$ cat config.mk
export PLATFORM = sky130hd
export DESIGN_NAME = dtq_range_qual
export DESIGN_NICKNAME = d
export VERILOG_FILES = /design/src/rtl/dtq_pkg.sv /design/src/rtl/dtq_cfg_bank.sv /design/src/rtl/dtq_range_cmp.sv /design/src/rtl/dtq_range_qual.sv
export SDC_FILE = /design/constraint.sdc
export NUM_CORES = 1
export LEC_CHECK = 0
export BUFFER_PORTS_ARGS = -buffer_cell sky130_fd_sc_hd__buf_2
export CAP_MARGIN = 20
export CORE_MARGIN = 8
export CORE_UTILIZATION = 50
export DETAILED_ROUTE_END_ITERATION = 12
export GPL_ROUTABILITY_DRIVEN = 0
export GPL_TIMING_DRIVEN = 0
export PLACE_DENSITY = 0.73
export SLEW_MARGIN = 5
export SYNTH_ARGS = -nofsm -noshare
export SYNTH_HDL_FRONTEND = slang
export SYNTH_SLANG_ARGS = --single-unit
$ cat constraint.sdc
create_clock -name clk -period 3.7 [get_ports clk]
set_input_delay 1.11 -clock clk [delete_from_list [all_inputs] [get_ports clk]]
set_output_delay 1.11 -clock clk [all_outputs]
set_load 0.1 [all_outputs]
$ cat src/rtl/dtq_pkg.sv
package dtq_pkg;
  localparam int DIR_RD_BIT = 0;
  localparam int DIR_WR_BIT = 1;
  typedef logic [1:0] dir_en_t;
endpackage

$ cat src/rtl/dtq_cfg_bank.sv
module dtq_cfg_bank
  import dtq_pkg::*;
#(
  parameter int NCH  = 2,
  parameter int WA_W = 30,
  parameter int CH_W = 1
) (
  input  logic                       clk,
  input  logic                       rst_n,
  input  logic                       cfg_we,
  input  logic [CH_W-1:0]            cfg_ch,
  input  logic [WA_W-1:0]            cfg_start_word,
  input  logic [WA_W-1:0]            cfg_end_word,
  input  dir_en_t                    cfg_dir_en,
  output logic [NCH-1:0][WA_W-1:0]   start_q,
  output logic [NCH-1:0][WA_W-1:0]   end_q,
  output logic [NCH-1:0][1:0]        en_q
);
  for (genvar i = 0; i < NCH; i++) begin : g_ch
    logic sel;
    assign sel = cfg_we && (cfg_ch == CH_W'(i));

    always_ff @(posedge clk or negedge rst_n) begin
      if (!rst_n) begin
        start_q[i] <= '0;
        end_q[i]   <= '0;
        en_q[i]    <= '0;
      end else if (sel) begin
        start_q[i] <= cfg_start_word;
        end_q[i]   <= cfg_end_word;
        en_q[i]    <= cfg_dir_en;
      end
    end


    other_ch_hold_chk: assert property (@(posedge clk) disable iff (!rst_n)
      (cfg_we && cfg_ch != CH_W'(i)) |=> ($stable(start_q[i]) && $stable(end_q[i]) && $stable(en_q[i])));
  end
endmodule

$ cat src/rtl/dtq_range_cmp.sv
module dtq_range_cmp
  import dtq_pkg::*;
#(
  parameter int WA_W = 30
) (
  input  logic            clk,
  input  logic            rst_n,
  input  logic [WA_W-1:0] lo_word,
  input  logic [WA_W-1:0] hi_word,
  input  dir_en_t         dir_en,
  input  logic [WA_W-1:0] acc_word,
  input  logic            acc_write,
  output logic            hit,
  output logic            bad
);
  logic in_span, dir_ok;

  always_comb begin
    bad     = lo_word > hi_word;
    in_span = (acc_word >= lo_word) && (acc_word <= hi_word);
    dir_ok  = acc_write ? dir_en[DIR_WR_BIT] : dir_en[DIR_RD_BIT];
    hit     = !bad && in_span && dir_ok;
  end


  disabled_no_hit_chk: assert property (@(posedge clk) disable iff (!rst_n)
    (dir_en == 2'b00) |-> !hit);

  bad_no_hit_chk: assert property (@(posedge clk) disable iff (!rst_n)
    bad |-> !hit);
endmodule

$ cat src/rtl/dtq_range_qual.sv
module dtq_range_qual
  import dtq_pkg::*;
#(
  parameter int NCH    = 2,
  parameter int ADDR_W = 32,
  parameter int DATA_W = 32,
  localparam int WA_W  = ADDR_W - 2,
  localparam int CH_W  = (NCH > 1) ? $clog2(NCH) : 1
) (
  input  logic              clk,
  input  logic              rst_n,
  input  logic              cfg_we,
  input  logic [CH_W-1:0]   cfg_ch,
  input  logic [WA_W-1:0]   cfg_start_word,
  input  logic [WA_W-1:0]   cfg_end_word,
  input  logic [1:0]        cfg_dir_en,
  input  logic              bus_valid,
  input  logic              bus_write,
  input  logic [ADDR_W-1:0] bus_addr,
  input  logic [DATA_W-1:0] bus_data,
  output logic              trc_valid,
  output logic [ADDR_W-1:0] trc_addr,
  output logic [DATA_W-1:0] trc_data,
  output logic              trc_write,
  output logic [NCH-1:0]    trc_hit,
  output logic [NCH-1:0]    range_bad
);
  logic [NCH-1:0][WA_W-1:0] start_q, end_q;
  logic [NCH-1:0][1:0]      en_q;
  logic [NCH-1:0]           hit_now;
  logic                     qual_now;

  dtq_cfg_bank #(.NCH(NCH), .WA_W(WA_W), .CH_W(CH_W)) u_bank (
    .clk(clk), .rst_n(rst_n), .cfg_we(cfg_we), .cfg_ch(cfg_ch),
    .cfg_start_word(cfg_start_word), .cfg_end_word(cfg_end_word),
    .cfg_dir_en(cfg_dir_en), .start_q(start_q), .end_q(end_q), .en_q(en_q)
  );

  for (genvar i = 0; i < NCH; i++) begin : g_cmp
    dtq_range_cmp #(.WA_W(WA_W)) u_cmp (
      .clk(clk), .rst_n(rst_n),
      .lo_word(start_q[i]), .hi_word(end_q[i]), .dir_en(en_q[i]),
      .acc_word(bus_addr[ADDR_W-1:2]), .acc_write(bus_write),
      .hit(hit_now[i]), .bad(range_bad[i])
    );
  end

  assign qual_now = bus_valid && (|hit_now);

  always_ff @(posedge clk or negedge rst_n) begin
    if (!rst_n) begin
      trc_valid <= 1'b0;
      trc_hit   <= '0;
      trc_addr  <= '0;
      trc_data  <= '0;
      trc_write <= 1'b0;
    end else begin
      trc_valid <= qual_now;
      trc_hit   <= qual_now ? hit_now : '0;
      if (qual_now) begin
        trc_addr  <= bus_addr;
        trc_data  <= bus_data;
        trc_write <= bus_write;
      end
    end
  end


  valid_has_hit_chk: assert property (@(posedge clk) disable iff (!rst_n)
    trc_valid |-> (trc_hit != '0));

  valid_follows_access_chk: assert property (@(posedge clk) disable iff (!rst_n)
    trc_valid |-> $past(bus_valid));
endmodule

==> impl_results.md, run 1 <==
* Residual DRC at 0
* Via density at 5.60
* GRT Total Usage at 22.5%
* Core Area at 22600 um2
* Layout area overhead at 19.8%
* Min-Delay Path Class: reg -> reg
* Clk Latency, worst-skew pair at 0.45 ns
* Unrepaired setup endpoints after global routing: yes
* Period utilisation layout at 101%
* Worst IR Drop VDD at 0.622 mV
* Number of global-route vias before repair at 9387
* Setup TNS Final at -0.0550 ns
* Iteration-0 DRC Markers at 550
* Wire per inst at 19.7 um
* Post-Synth XOR/XNOR Area at 0%
* Initial Utilization at 50.7%
* Hold_ws at 0.503 ns
* Final setup viols at 1
* IO Pins at 202
* CTS buffer count at 17
* Sequential element share of the synthesized area at 42.0%
* Failing checks: setup timing
* Aggregate global routing overflow at 0
* Worst setup margin at -0.0550 ns
* Worst Skew at 0.0143 ns
* Largest family of logic cells by synthesized area: adder cells
* Num rows at 55
* Input/output buffers at 201
* Most common cell after layout, fill and taps aside: buf_2
* Hold Violations, Final at 0
* Netlist cell types at 45
* Critical path launch point type: register
* Status: finished, violations left
* # hold bufs at CTS at 0
* Critical Path Max Stage Delay at 0.42 ns
* Slew HR at 51.5%
* Worst-margin pin slew at 0.727 ns
* Most frequent cells in the layout: buf_2 (200), dfrtp_1 (192), ha_1 (171), inv_1 (116), mux2_2 (93)
* TritonCTS clock tree: done
* Via count at 8860
* Overall Power at 10100 uW
* Root buf cell: clkbuf_16
* Register bit total from synthesis at 192
* Post-route minimum period at 3.75 ns
* Class of the most critical setup path: reg -> out
* H-tree depth at 4
* CP endpoint kind: output port
* Delay-heaviest family, CP: compound AO/OA/AOI/OAI gates
* Netlist Area Pre-Place at 11400 um2
* Die Ht at 167 um
* Final wirelength at 31200 um
* Die W at 167 um
* Leak at 0.00695 uW
* Syn_nets at 1367
* Worst Path Arrival at 2.64 ns
* Crit path max-delay cell type: dfrtp_1
* Post-Syn Instances at 1055
* Adder and majority gate portion of the synthesized area at 19.7%
* Syn_area_per_cell at 10.9 um2
* CP Buf/Inv Count at 2
* NumNets Final at 1595
* Flop-to-flop setup slack at 0.34 ns
* Num Clock Sinks at 192
* YS warnings at 0
* CTS clk-pin slew, worst paths at 0.08 ns
* Synth Area in Compound Gates at 9.99%
* Crit path max fanout at 3
* Layout cells sized above 1 at 32.1%
* Global-route wire length before repair at 50000 um
* DRT antenna net count at 0
* Cell Pwr Density at 738 nW/um2
* Simple-Gate Fraction of Synth Area at 8.65%
* Mux contribution to synthesized area at 14.3%
* Hpwl dp at 24200 um
* Fmax at 266 MHz
* Cells along the critical path: ha_4 -> nand4_1 -> inv_1 -> a221o_1 -> a2111oi_4 -> a31oi_1 -> or2_4 -> buf_12
* Drt pass-1 iters at 8
* CTS Buffer Depth at 2
* Max-Cap Viols at 0
* Initial antenna violation count at 2
* Full die area at 28000 um2
* Max-slew violation count at 0
* WP data required at 2.59 ns
* Largest net degree at the start of global routing at 116
## cells in the mapped netlist, drive strengths merged
library cell / instances / share of area [%]
nor4: 8 / 0.57
and4: 4 / 0.31
nor2: 16 / 0.55
nand3: 23 / 1.0
nor4bb: 1 / 0.087
o31a: 2 / 0.15
nor3: 3 / 0.13
or4: 1 / 0.066
a21boi: 5 / 0.33
ha: 180 / 20
a21o: 17 / 1.1
and4b: 1 / 0.087
dfrtp: 192 / 42
nand2: 87 / 2.9
o21ai: 77 / 3.4
o211ai: 1 / 0.066
nand2b: 3 / 0.16
mux2: 132 / 14
nor2b: 12 / 0.66
o21a: 1 / 0.066
a2111oi: 2 / 0.21
inv: 126 / 4.1
or3: 1 / 0.055
or2: 1 / 0.055
clkbuf: 18 / 0.59
o21bai: 2 / 0.13
a31oi: 3 / 0.16
a221o: 3 / 0.26
nand4: 38 / 2.1
a21oi: 70 / 3.1
a311oi: 4 / 0.31
o311ai: 1 / 0.077
buf: 10 / 0.74
a211oi: 4 / 0.26
o31ai: 6 / 0.39
## path summary, 6_finish.rpt
check                                        start        endpoint  cells past startpoint
worst max-delay path            u_bank.start_q[20]    range_bad[0]                      8
worst min-delay path                   trc_data[7]     trc_data[7]                      1
worst max register to register    u_bank.end_q[47]    trc_addr[13]                     13
worst min register to register         trc_data[7]     trc_data[7]                      1
max in group asynchronous                    rst_n  u_bank.en_q[1]                      2
min in group asynchronous                    rst_n     trc_data[2]                      1
## cell type report
class                   count  area (um2)
fillers                  1892        8860
multi-input cells         709        6220
flip-flops and latches    192        4800
repair buffers            211        1140
inverters                 126         473
clock buffers              17         425
well taps                 285         357
clock inverters            15         150
plain buffers              26         138
diodes                      2        5.00
## worst register-to-register path: cells and delay by family, from the launching register on
kind	cells	cell delay, ns
fa+ha+maj	1	0.20
compound gates	5	1.16
flops	1	0.40
mux	1	0.32
simple gates	2	0.54
buf+inv	4	0.63
## repair_timing
action | CTS | global route
setup endpoints to repair | 2 | 41
pin swaps | 17 | 8
hold endpoints to repair | 0 | 0
buffers inserted | 6 | 3
resized for setup | 38 | 6
## sequential cells by signal, indices dropped and copies added, names as in the netlist
register	count
u_bank.end_q	60
u_bank.start_q	60
trc_addr	32
trc_data	32
u_bank.en_q	4
trc_hit	2
trc_valid	1
trc_write	1
## power breakdown
part	leakage [uW]	total, uW	switching (uW)	internal (uW)
Sequential	0.00230	2940	291	2650
Combinational	0.00438	5350	3970	1380
Clock	0.000266	1820	928	897
Total	0.00695	10100	5190	4930
## stage by stage
stage / cells / util (%) / worst slack [ns] / cell area, um2
final: 1583 / 60.8 / -0.0550 / 13700
after global routing: 1583 / 60.8 / -0.135 / 13700
after CTS: 1578 / 60.4 / -0.0324 / 13600
after detailed placement: 1542 / 56.9 / -0.394 / 12800
after global placement: 1541 / 56.8 / -1.69 / 12800
after floorplan: 1055 / - / 0.263 / 11400
## logic make-up (layout without fill, tap and decap cells)
family | Yosys count | after routing
AOI/OAI and AO/OA | 198 | 198
other | 0 | 2
muxes | 132 | 132
and+or+nand+nor | 199 | 199
adders and majority gates | 180 | 180
buffers and inverters | 154 | 395
DFF | 192 | 192
## per-layer routing
layer	vias up	part of all wire, %	routed length [um]	GRT usage [%]
li1	4203	-	-	-
met5	-	0	0	0
met4	0	3.1	961	8.19
met3	59	5.8	1810	5.45
met1	4306	43	13300	27.8
met2	292	48	15100	37.7
No activity file was read; power rests on OpenSTA's default activity.
==> run 2: changes to the inputs <==
Settings changed: RECOVER_POWER set to 100.
==> run 2 against run 1 <==
The flow finishes with violations (capacitance limit, slew limit, setup timing). Worst hold slack better by 0.0039 ns. Die area stayed put. Clock power hardly changed. Clock-buffer cell count stayed put. Sequential power hardly changed. Sequential share of layout area is 0.30 points higher. Maximum frequency is 0.26% higher. Global-route usage stayed put. First-iteration DRC count is 0.91% higher.
==> impl_results.md, run 2 (same netlist as run 1, synthesis figures left out) <==
* Via density at 5.61 (+0.23%)
* Worst setup margin at -0.0452 ns (+0.00974 ns)
* Core Area at 22600 um2 (unchanged)
* Residual DRC at 0 (unchanged)
* TritonCTS clock tree: done
* Post-route minimum period at 3.75 ns (-0.00974 ns)
* Class of the most critical setup path: reg -> out
* Via count at 8880 (+0.23%)
* IO Pins at 202 (unchanged)
* Status: finished, violations left
* Worst Path Arrival at 2.64 ns (about the same)
* Num rows at 55 (unchanged)
* Slew HR at -30.4% (-82 points)
* Aggregate global routing overflow at 0 (unchanged)
* DRT antenna net count at 0 (unchanged)
* Max-slew violation count at 79 (+79)
* Fmax at 267 MHz (+0.26%)
* Num Clock Sinks at 192 (unchanged)
* Full die area at 28000 um2 (unchanged)
* Post-place setup slack at -0.394 ns (unchanged)
* Hold Violations, Final at 0 (unchanged)
* Min-Delay Path Class: reg -> reg
* Initial Utilization at 50.7% (unchanged)
* GRT Total Usage at 22.5% (unchanged)
* Worst-margin pin slew at 1.96 ns (+1.23 ns)
* Final setup viols at 38 (+37)
* Initial antenna violation count at 2 (unchanged)
* Input/output buffers at 201 (unchanged)
* Critical Path Max Stage Delay at 0.42 ns (about the same)
* CTS buffer count at 17 (unchanged)
* Unrepaired setup endpoints after global routing: yes
* Max-Cap Viols at 1 (+1)
* Iteration-0 DRC Markers at 555 (+0.91%)
* Cells along the critical path: ha_4 -> nand4_1 -> inv_1 -> a221o_1 -> a2111oi_4 -> a31oi_1 -> or2_4 -> buf_12
* H-tree depth at 4 (unchanged)
* Most frequent cells in the layout: dfrtp_1 (192), ha_1 (171), buf_2 (128), inv_1 (116), mux2_2 (93)
* Crit path max fanout at 3 (unchanged)
* Hpwl dp at 24200 um (unchanged)
* Design Area, Final at 13600 um2 (-0.84%)
* Post-Place Cell Area at 12800 um2 (unchanged)
* Number of global-route vias before repair at 9387 (unchanged)
* Wire per inst at 19.8 um (+0.11%)
* Period utilisation layout at 101% (-0.26 points)
* WP data required at 2.59 ns (about the same)
* CTS clk-pin slew, worst paths at 0.07 ns (about the same)
* Failing checks: capacitance limit, slew limit, setup timing
* Critical path launch point type: register
* Most common cell after layout, fill and taps aside: dfrtp_1
* Leak at 0.00673 uW (-3.1%)
* Flop-to-flop setup slack at 0.29 ns (-0.05 ns)
* Final wirelength at 31300 um (+0.11%)
* Drt pass-1 iters at 7 (-1)
* NumNets Final at 1595 (unchanged)
* Die Ht at 167 um (unchanged)
* CP endpoint kind: output port
* # hold bufs at CTS at 0 (unchanged)
* Largest net degree at the start of global routing at 116 (unchanged)
* Die W at 167 um (unchanged)
* Crit path max-delay cell type: dfrtp_1
* Cell Pwr Density at 737 nW/um2 (-0.10%)
* Clk Latency, worst-skew pair at 0.45 ns (about the same)
* CTS Buffer Depth at 2 (unchanged)
* Biggest regs: u_bank.end_q (60), u_bank.start_q (60)
* Worst Skew at 0.0151 ns (+0.000822 ns)
* Worst IR Drop VDD at 0.610 mV (-1.8%)
* Root buf cell: clkbuf_16
* Layout area overhead at 18.8%
* Global-route wire length before repair at 50000 um (unchanged)
* Layout cells sized above 1 at 26.7% (-5.4 points)
run 2: metal layers:
metal,share of wire [%],global-route usage (%),vias up
met1,43,27.8,4343
li1,-,-,4203
met4,3.0,8.19,0
met2,49,37.7,278
met5,0,0,-
met3,5.7,5.45,56
run 2: worst paths after layout:
kind	start	endpoint	cells past startpoint
setup reg to reg	u_bank.end_q[44]	trc_addr[13]	13
max in group asynchronous	rst_n	u_bank.en_q[2]	2
hold reg to reg	trc_data[5]	trc_data[5]	1
setup / recovery	u_bank.start_q[20]	range_bad[0]	8
min in group asynchronous	rst_n	trc_addr[16]	1
hold / removal	trc_data[5]	trc_data[5]	1
run 2: critical path: cells and delay by family (launching register included):
kind / cells / cell delay (ns)
AO/OA/AOI/OAI: 3 / 0.84
adder cells (fa/ha/maj): 1 / 0.26
buffers and inverters: 2 / 0.22
flip-flops: 1 / 0.42
AND/OR/NAND/NOR: 2 / 0.43
run 2: metrics by stage:
step                      TNS, ns  instances  util [%]  hold WS (ns)  power, uW
after floorplan                 0       1055         -         0.474       7160
after global placement    -340.38       1541      56.8         0.482       8080
after detailed placement   -20.68       1542      56.9         0.487       8200
after CTS                 -0.0324       1578      60.4         0.505      10100
after global routing        -3.28       1583      60.2         0.522      10500
final                      -0.472       1583      60.2         0.507      10000
run 2: layout make-up:
cell class | count | area (um2)
Tap cell | 285 | 357
Buffer | 26 | 138
Multi-Input combinational cell | 709 | 6220
Inverter | 126 | 473
Fill cell | 1924 | 8970
Clock buffer | 17 | 425
Timing Repair Buffer | 211 | 1030
Clock inverter | 15 | 150
Sequential cell | 192 | 4800
Antenna cell | 2 | 5.00
run 2: report_power, final:
group	internal [uW]	switching (uW)
combinational	1280	3970
clock	896	923
sequential	2650	304
run 2: repair_timing:
action                                  in CTS  in global routing
pin swaps                                   17                  8
buffers inserted                             6                  3
endpoints found under the setup margin       2                 41
gates resized for setup                     38                  6
==> run 3: changes to the inputs <==
Settings changed: CAP_MARGIN 20 to unset, PLACE_DENSITY 0.73 to 0.72, SYNTH_HIERARCHICAL set to 1.
==> run 3 against run 2 <==
The flow still finishes with violations (capacitance limit, slew limit, setup timing). Clock power is 6% higher. Critical path depth is 1 lower. Global-route usage is 0.97 points lower. Non-clock buffer count is 7 lower. Register-to-register slack worse by 0.10 ns. Clock-buffer cell count stayed put. Final cell count is 4.1% lower. Critical path type unchanged.
==> impl_results.md, run 3 <==
* Post-Syn Instances at 989 (-6.3%)
* TritonCTS clock tree: done
* Initial antenna violation count at 4 (+2)
* Fmax at 266 MHz (-0.52%)
* Psw at 5260 uW (+1.2%)
* Number of global-route vias before repair at 9158 (-2.4%)
* Worst Skew at 0.0204 ns (+0.00535 ns)
* Predominant post-synthesis flop cell: dfrtp_1
* Worst Path Arrival at 2.65 ns (about the same)
* DRT antenna net count at 0 (unchanged)
* Cell accounting for the most synthesized area: dfrtp_1
* Initial Utilization at 51.1% (+0.37 points)
* Failing checks: capacitance limit, slew limit, setup timing
* Final setup viols at 16 (-58%)
* Core Area at 22700 um2 (+0.61%)
* Final wirelength at 30000 um (-4.2%)
* Die W at 168 um (+0.61%)
* Post-Synth XOR/XNOR Area at 0% (unchanged)
* Min-Delay Path Class: reg -> reg
* H-tree depth at 4 (unchanged)
* Fillers at 1919 (-0.26%)
* Full die area at 28300 um2 (+1.2%)
* Hpwl dp at 23400 um (-3.3%)
* Top-area cell type share of the netlist area at 41.4% (-0.56 points)
* Period utilisation layout at 102% (+0.53 points)
* Most common cell in the synthesized netlist: dfrtp_1
* Adder and majority gate portion of the synthesized area at 19.4% (-0.26 points)
* Iteration-0 DRC Markers at 487 (-12%)
* Status: finished, violations left
* Reg area at 4800 um2 (unchanged)
* Hold Violations, Final at 0 (unchanged)
* CP endpoint kind: output port
* Largest net degree at the start of global routing at 103 (-11%)
* Drt pass-1 iters at 5 (-2)
* Layout cells sized above 1 at 28.9% (+2.2 points)
* NumNets Final at 1530 (-4.1%)
* Syn_area_per_cell at 11.7 um2 (+8.1%)
* CTS Buffer Depth at 2 (unchanged)
* Crit path max fanout at 3 (unchanged)
* Largest family of logic cells by synthesized area: adder cells
* Clk pwr share at 19.3% (+1.1 points)
* Design Area, Final at 13700 um2 (+0.41%)
* Post-route minimum period at 3.76 ns (+0.0195 ns)
* Die Ht at 168 um (+0.61%)
* Most common cell after layout, fill and taps aside: dfrtp_1
* Layout area overhead at 17.7%
* Sw frac at 52.6% (+0.72 points)
* Via count at 8400 (-5.4%)
* Root buf cell: clkbuf_16
* Sequential element share of the synthesized area at 41.4% (-0.56 points)
* Class of the most critical setup path: reg -> out
* Mux contribution to synthesized area at 18.7% (+4.4 points)
* Slew HR at -72.9% (-42 points)
* Netlist Area Pre-Place at 11600 um2 (+1.3%)
* IO Pins at 202 (unchanged)
* Multi-input logic area at 6230 um2 (+0.18%)
* Worst IR Drop VDD at 0.655 mV (+7.3%)
* YS warnings at 6 (+6)
* Syn_nets at 1301 (-4.8%)
* Cell Pwr Density at 733 nW/um2 (-0.61%)
* R2R depth at 13 (unchanged)
* P_int at 4740 uW (-1.7%)
* Critical path launch point type: register
* Clk Latency, worst-skew pair at 0.45 ns (about the same)
* Max-slew violation count at 102 (+29%)
* WP data required at 2.59 ns (about the same)
* Comb power frac at 50.9% (-1.5 points)
* Residual DRC at 0 (unchanged)
* CTS clk-pin slew, worst paths at 0.07 ns (about the same)
* Placed Cells at 1476 (-4.3%)
* Synth top area cells: dfrtp_1 (41%), ha_1 (19%), mux2_2 (14%)
* Wire per inst at 19.7 um (about the same)
* Worst-margin pin slew at 2.59 ns (+0.637 ns)
* Num rows at 55 (unchanged)
* Via density at 5.53 (-1.4%)
* Register bit total from synthesis at 192 (unchanged)
* Ys async rst share at 100% (unchanged)
* Biggest regs: u_bank/end_q (60), u_bank/start_q (60)
* Simple-Gate Fraction of Synth Area at 6.64% (-2.0 points)
* Worst setup margin at -0.0648 ns (-0.0195 ns)
* Max-Cap Viols at 1 (unchanged)
* Leak at 0.00674 uW (+0.13%)
* Final Non-Filler Cells at 1518 (-4.1%)
* Global-route wire length before repair at 47700 um (-4.5%)
* Num Clock Sinks at 192 (unchanged)
* Post-Place Cell Area at 13000 um2 (+1.2%)
* Synth cell count leaders: dfrtp_1 (192), ha_1 (180), mux2_2 (145)
* # hold bufs at CTS at 0 (unchanged)
* Netlist cell types at 53 (+18%)
* Synth Area in Compound Gates at 7.73% (-2.3 points)
* Most frequent cells in the layout: dfrtp_1 (192), ha_1 (175), mux2_2 (145), buf_2 (129), inv_1 (124)
* GRT Total Usage at 21.5% (-0.97 points)
* Seq pwr share at 29.9% (+0.4 points)
* EDFF count, synth at 0 (unchanged)
* Unrepaired setup endpoints after global routing: yes
* CTS buffer count at 17 (unchanged)
* Hold depth at 1 (unchanged)
* Aggregate global routing overflow at 0 (unchanged)
* Input/output buffers at 201 (unchanged)
-- run 3: changes by cell type after synthesis, moves of 13 or more --
cell and change:
clkbuf_1 -18, mux2_4 -34, mux2_1 +39, o21ai_0 -57, nand2_1 -54, nand4_1 -13
mux2_2 +52
-- run 3: what timing repair did --
item	in CTS	in global routing
setup buffers	4	4
pin swaps	8	14
endpoints found under the setup margin	41	41
gates resized for setup	18	14
gates cloned	0	0
-- run 3: stage by stage --
stage	total power [uW]	hold WS [ns]	util [%]	setup TNS (ns)	setup slack (ns)
3_3_place_gp	7990	0.469	57.1	-355.57	-1.73
4_1_cts	10100	0.493	60.6	-0.130	-0.130
5_1_grt	10500	0.508	60.1	-2.28	-0.164
2_1_floorplan	7050	0.479	-	0	0.236
3_5_place_dp	8110	0.477	57.3	-28.91	-0.511
6_report	10000	0.492	60.1	-0.176	-0.0648
-- run 3: layout make-up --
type	instances	share of cell area (%)
sequential	192	35.2
inverter	129	3.55
tap	285	2.61
multi-input combinational	648	45.6
buffer	20	0.816
timing repair buffer	210	7.58
antenna	2	0.0367
clock inverter	15	1.48
clock buffer	17	3.12
-- run 3: cell families (layout without fill, tap and decap cells) --
logic type,count (synthesis),count (layout)
flip-flops,192,192
adder cells (fa/ha/maj),180,180
buffers and inverters,149,391
multiplexers,191,191
other,0,2
AND/OR/NAND/NOR,140,140
AO/OA/AOI/OAI,137,137
-- run 3: power by group through the flow --
stage	clock (uW)	combinational, uW	sequential, uW
floorplan	0	1430	5620
global placement	0	5010	2980
detailed placement	0	5100	3010
CTS	1970	5190	2980
global route	2050	5360	3070
finish	1930	5090	2990
-- run 3: path summary, 6_finish.rpt --
path	startpoint	slack (ns)	to
worst max-delay path	u_bank/start_q[47]	-0.06	range_bad[1]
worst min-delay path	trc_addr[20]	0.49	trc_addr[20]
worst max register to register	u_bank/end_q[4]	0.19	trc_addr[15]
worst min register to register	trc_addr[20]	0.49	trc_addr[20]
max in group asynchronous	rst_n	0.73	trc_addr[2]
min in group asynchronous	rst_n	1.49	u_bank/end_q[47]
-- run 3: worst max-delay path, stage by stage, from the launching register on --
cell and delay [ns]:
dfrtp_1 0.43, ha_4 0.26, and2_4 0.13, a221o_1 0.35, a222oi_1 0.27, or3b_1 0.39
a21o_1 0.21, buf_12 0.17
-- run 3: layer usage --
metal  vias to the layer above  global-route usage [%]  wire, um
li1                       4018                       -         -
met1                      4100                    25.6     12700
met2                       227                    37.6     14900
met3                        51                    5.29      1640
met4                         4                    6.79       721
met5                         -                       0        31
